<file path="src/rtl/tmr_capmatch.sv">
module tmr_capmatch #(
  parameter int W = 32
) (
  input  logic         clk,
  input  logic         rst_n,
  input  logic         wr_en,
  input  logic [3:0]   addr,
  input  logic [W-1:0] wdata,
  output logic [W-1:0] rdata,
  input  logic [3:0]   cap_in,
  output logic [3:0]   match_out,
  output logic         irq
);
  localparam int N = 4;

  logic [W-1:0] tc;
  logic         run;
  logic [W-1:0] mval [N];
  logic [W-1:0] cval [N];
  logic [2*N-1:0] cctl;
  logic [2*N-1:0] mact;
  logic [N-1:0] pin, ien, flg;
  logic [N-1:0] s1, s2, s3;
  logic [N-1:0] rise, fall, capt, hit;

  assign rise = s2 & ~s3;
  assign fall = ~s2 & s3;
  assign match_out = pin;
  assign irq = |(flg & ien);

  always_ff @(posedge clk) begin
    if (!rst_n) begin
      tc <= '0;
      run <= 1'b1;
      cctl <= '0;
      mact <= '0;
      ien <= '0;
      s1 <= '0;
      s2 <= '0;
      s3 <= '0;
    end else begin
      if (run) tc <= tc + 1'b1;
      s1 <= cap_in;
      s2 <= s1;
      s3 <= s2;
      if (wr_en) begin
        case (addr)
          4'd5:  cctl <= wdata[2*N-1:0];
          4'd6:  mact <= wdata[2*N+3:4];
          4'd7:  ien <= wdata[N-1:0];
          4'd13: run <= wdata[0];
          default: ;
        endcase
      end
    end
  end

  always_ff @(posedge clk) begin
    if (!rst_n) flg <= '0;
    else flg <= (flg & ~((wr_en && addr == 4'd8) ? wdata[N-1:0] : '0)) | (capt & ien);
  end

  for (genvar k = 0; k < N; k++) begin : g_ch
    assign capt[k] = (rise[k] & cctl[2*k]) | (fall[k] & cctl[2*k+1]);
    assign hit[k]  = run && (tc == mval[k]);

    always_ff @(posedge clk) begin
      if (!rst_n) begin
        mval[k] <= '0;
        cval[k] <= '0;
        pin[k]  <= 1'b0;
      end else begin
        if (wr_en && addr == 4'(k + 1)) mval[k] <= wdata;
        if (capt[k]) cval[k] <= tc;
        if (hit[k]) begin
          case (mact[2*k+1 -: 2])
            2'b01:   pin[k] <= 1'b0;
            2'b10:   pin[k] <= 1'b1;
            2'b11:   pin[k] <= ~pin[k];
            default: ;
          endcase
        end
      end
    end
  end

  always_comb begin
    rdata = '0;
    case (addr)
      4'd0:  rdata = tc;
      4'd1:  rdata = mval[0];
      4'd2:  rdata = mval[1];
      4'd3:  rdata = mval[2];
      4'd4:  rdata = mval[3];
      4'd5:  rdata[2*N-1:0] = cctl;
      4'd6:  rdata[2*N+3:0] = {mact, pin};
      4'd7:  rdata[N-1:0] = ien;
      4'd8:  rdata[N-1:0] = flg;
      4'd9:  rdata = cval[0];
      4'd10: rdata = cval[1];
      4'd11: rdata = cval[2];
      4'd12: rdata = cval[3];
      4'd13: rdata[0] = run;
      default: ;
    endcase
  end

  a_r2_count_step: assert property (@(posedge clk) disable iff (!rst_n)
    run |=> tc == $past(tc) + 1'b1);

  a_r2_count_hold: assert property (@(posedge clk) disable iff (!rst_n)
    !run |=> tc == $past(tc));

  a_r9_stopped_pins_stable: assert property (@(posedge clk) disable iff (!rst_n)
    !run |=> $stable(pin));

  a_r4_cap_needs_edge: assert property (@(posedge clk) disable iff (!rst_n)
    (s2 == s3) |=> ($stable(cval[0]) && $stable(cval[1]) && $stable(cval[2]) && $stable(cval[3])));

  a_r6_irq_needs_enable: assert property (@(posedge clk) disable iff (!rst_n)
    (ien == '0) |-> !irq);

  a_r6_flag_sticky: assert property (@(posedge clk) disable iff (!rst_n)
    (flg[0] && !(wr_en && addr == 4'd8)) |=> flg[0]);

  a_r3_reserved_low: assert property (@(posedge clk) disable iff (!rst_n)
    (addr == 4'd5) |-> rdata[W-1:2*N] == '0);
endmodule

</file>
<file path="config.mk">
export PLATFORM = sky130hd
export DESIGN_NAME = tmr_capmatch
export DESIGN_NICKNAME = d
export VERILOG_FILES = /design/src/rtl/tmr_capmatch.sv
export SDC_FILE = /design/constraint.sdc
export NUM_CORES = 1
export LEC_CHECK = 0
export ABC_AREA = 0
export CELL_PAD_IN_SITES_DETAIL_PLACEMENT = 0
export CELL_PAD_IN_SITES_GLOBAL_PLACEMENT = 1
export CORE_ASPECT_RATIO = 1.25
export CORE_MARGIN = 4
export CORE_UTILIZATION = 53
export CTS_CLUSTER_DIAMETER = 150
export DETAILED_ROUTE_END_ITERATION = 7
export GPL_ROUTABILITY_DRIVEN = 0
export PLACE_DENSITY_LB_ADDON = 0.1
export RECOVER_POWER = 100
export SYNTH_ARGS = -nofsm -noshare
export SYNTH_HDL_FRONTEND = slang
export SYNTH_SLANG_ARGS = --single-unit
</file>
<file path="constraint.sdc">
create_clock -name clk -period 4.6 [get_ports clk]
set_input_delay 1.15 -clock clk [delete_from_list [all_inputs] [get_ports clk]]
set_output_delay 1.15 -clock clk [all_outputs]
set_load 0.02 [all_outputs]
</file>
==> results.yml <==
status:
  run_status: "complete, but fails checks"
  violations: "capacitance limit, slew limit"
setup_path:
  cp_slowest_cell: "clkdlybuf4s50_1"
  max_stage_delay_ns: 0.49
  r2r_setup_slack_ns: 1.39
  reg2reg_depth: 6
  crit_cells: 10
  cp_max_fo: 11
  required_ns: 3.45
  end_kind: "output pin"
  cp_top_family: "buffers and inverters"
  criticalPathCategory: "in2out"
  path_buf_inv: 5
  crit_chain: "clkdlybuf4s50_1 > buf_4 > nand2b_1 > clkbuf_4 > nor2_1 > buf_12 > a22o_1 > a221oi_1 > nand3_1 > dlygate4sd2_1"
  rr_startpoint: "cctl[6]"
  r2r_end: "cval[3][13]"
  critPathLaunchType: "primary input"
  arrival_ns: 3.40
yosys:
  synth_cell_types: 50
  synthCells: 1372
  synth_area_leaders: "edfxtp_1 (49%), dfxtp_1 (9.2%), xnor2_1 (6.5%)"
  syn_avg_cell_area_um2: 11.6
  yosysTopAreaCellShare_pct: 48.5
  async_flop_share_pct: 0
  synth-edff-count: 256
  ys.warnings.count: 0
  netlist_area_um2: 15800
  synth-seq-cells: 329
  synth-main-ff-cell: "edfxtp_1"
  synthesis.nets: 1416
  seq_area_frac_synth_pct: 57.7
  yosysTopAreaCell: "edfxtp_1"
sta:
  fmax_ghz: 0.220
  skew_ns: 0.0207
  layout_setup_ws_ns: 0.0497
  post-route-period-util_pct: 98.9
  slew_violations: 267
  setup_viol: 0
  worstMarginPinSlew_ns: 2.10
  max_slew_margin_pct: -40.3
  finalHoldViolations: 0
  rsz0062_at_grt: "no"
  fin_crit_ns: 4.55
detailed_routing:
  via_per_inst: 6.47
  finalWirelength_um: 56700
  wl_per_cell_um: 29.9
  firstDrtPassIters: 7
  drt-initial-drc-count: 1705
  ant_nets: 0
  vias: 12300
  drcViolationCount: 0
layout:
  nFillCells: 2394
  final_cells: 1899
  final_area_um2: 18700
  final_util_pct: 63.6
  multi_input_area_um2: 6190
  drive_gt1_share_pct: 11.7
  final_nets: 1521
  seq_area_um2: 9150
  n_antenna_cell: 0
  syn_to_final_growth_pct: 17.8
place:
  dpl_worst_slack_ns: -0.136
  io_buffers: 79
  dp.cells: 1834
  hpwl_um: 37500
  placed_cell_area_um2: 17700
pwr:
  max-vdd-ir-drop_mv: 0.295
  powerDensity_nw_per_um2: 359
  p_leak_nw: 7.01
grt:
  grt_max_degree: 78
  grt_usage_pct: 34.1
  grt-ovfl-total: 0
  grt_pass1_vias: 12000
  antenna_found_initial: 0
  grt_pass1_wl_um: 82200
cts:
  cts_tree: "built"
  root_buffer: "clkbuf_16"
  clkTransAtPathRegs_ns: 0.06
  cts.sinks: 329
  htree_num_levels: 2
  cts_buffer_depth: 3
  cts_hold_buf: 0
  cts_buffers: 35
  insertion_delay_ns: 0.54
min_path:
  hold_depth: 1
  worstHoldEndpoint: "s2[1]"
  hp-class: "reg2reg"
  min_from: "s1[1]"
floorplanning:
  die_area_um2: 32800
  dieWidth_um: 163
  fp.dieH_um: 201
  row_count: 70
  io_pins: 80
  core_um2: 29300
  start_util_pct: 54.0
run:
  maxCapViolations: 6
layout by cell type, fill, tap and decap left out, drive strengths merged, types with 3 or more instances in the layout:
cell           instances
a21oi                 14
a221o                  7
a221oi                24
a222oi                26
a22o                  25
a22oi                 60
a41o                   3
and2                 146
and3                 135
and4                   5
buf                   93
clkbuf                74
clkdlybuf4s50         40
clkinv                15
dfxtp                 73
dlygate4sd2           29
dlygate4sd3            5
edfxtp               256
inv                   12
mux2                   3
mux2i                 16
nand2                 53
nand2b                 3
nand3                 43
nand3b                 5
nand4                 57
nor2                  53
nor2b                  8
nor3                  23
nor3b                  3
nor4                  10
o21ai                 10
xnor2                118
xor2                  35
layer usage:
layer | GRT usage [%] | wire length (um) | vias up
li1 | - | - | 5315
met1 | 45.0 | 21100 | 5984
met2 | 54.4 | 26400 | 831
met3 | 7.19 | 6180 | 158
met4 | 15.4 | 3050 | 0
met5 | 0 | 0 | -
cells by family after synthesis:
| family | count (synthesis) | share of synthesized area [%] |
|---|---|---|
| AND/OR/NAND/NOR | 547 | 19.6 |
| flip-flops | 329 | 57.7 |
| AO/OA/AOI/OAI | 183 | 9.28 |
| XOR/XNOR | 153 | 8.46 |
| buffers and inverters | 140 | 3.58 |
| multiplexers | 19 | 1.22 |
| adder cells (fa/ha/maj) | 1 | 0.0789 |
worst max path at each step:
| stage | end | slack [ns] | from |
|---|---|---|---|
| after floorplan | rdata[4] | 0.85 | addr[1] |
| after detailed placement | rdata[19] | -0.14 | addr[3] |
| after CTS | rdata[29] | 0.002 | addr[1] |
| after global routing | rdata[26] | 0.007 | addr[1] |
| final | rdata[5] | 0.05 | addr[0] |
| after global placement | rdata[19] | -0.15 | addr[3] |
report_power, final:
| group | switching, mW | leakage [nW] | internal, mW |
|---|---|---|---|
| logic | 0.374 | 3.34 | 0.202 |
| registers | 0.0817 | 3.14 | 3.32 |
| clock network | 1.17 | 0.537 | 1.55 |
stage by stage:
step | power, mW | setup TNS, ns | hold slack [ns]
3_5_place_dp | 4.05 | -2.08 | 0.424
6_report | 6.70 | 0 | 0.434
2_1_floorplan | 3.70 | 0 | 0.412
4_1_cts | 6.71 | 0 | 0.437
5_1_grt | 6.88 | 0 | 0.443
3_3_place_gp | 4.05 | -1.94 | 0.418
repair_timing:
item                       in CTS  in global routing
cloned                          0                  0
setup buffers                   2                  0
resized for setup              30                  6
pin swaps                       0                  2
setup endpoints to repair      31                  6
hold endpoints to repair        0                  0
sequential cells by signal, indices dropped and copies added, names as in the netlist:
signal	cells
run	1
flg	4
mact	8
s1	4
s2	4
match_out	4
mval	128
cval	128
tc	32
s3	4
cctl	8
ien	4
synthesized netlist by cell type (35+ instances only):
cell	instances
edfxtp_1	256
xor2_1	35
nand3_1	42
and3_1	135
nand4_1	57
nor2_1	53
dfxtp_1	73
and2_1	146
xnor2_1	118
nand2_1	53
clkbuf_1	93
a22oi_1	60
final cells by class:
class                      count  area share (%)
sequential                   329            49.0
clock inverter                19           0.797
inverter                      10           0.201
clock buffer                  44            4.98
multi-input combinational    903            33.2
timing repair buffer         198            9.19
tap                          396            2.65
No activity file was read; power rests on OpenSTA's default activity.
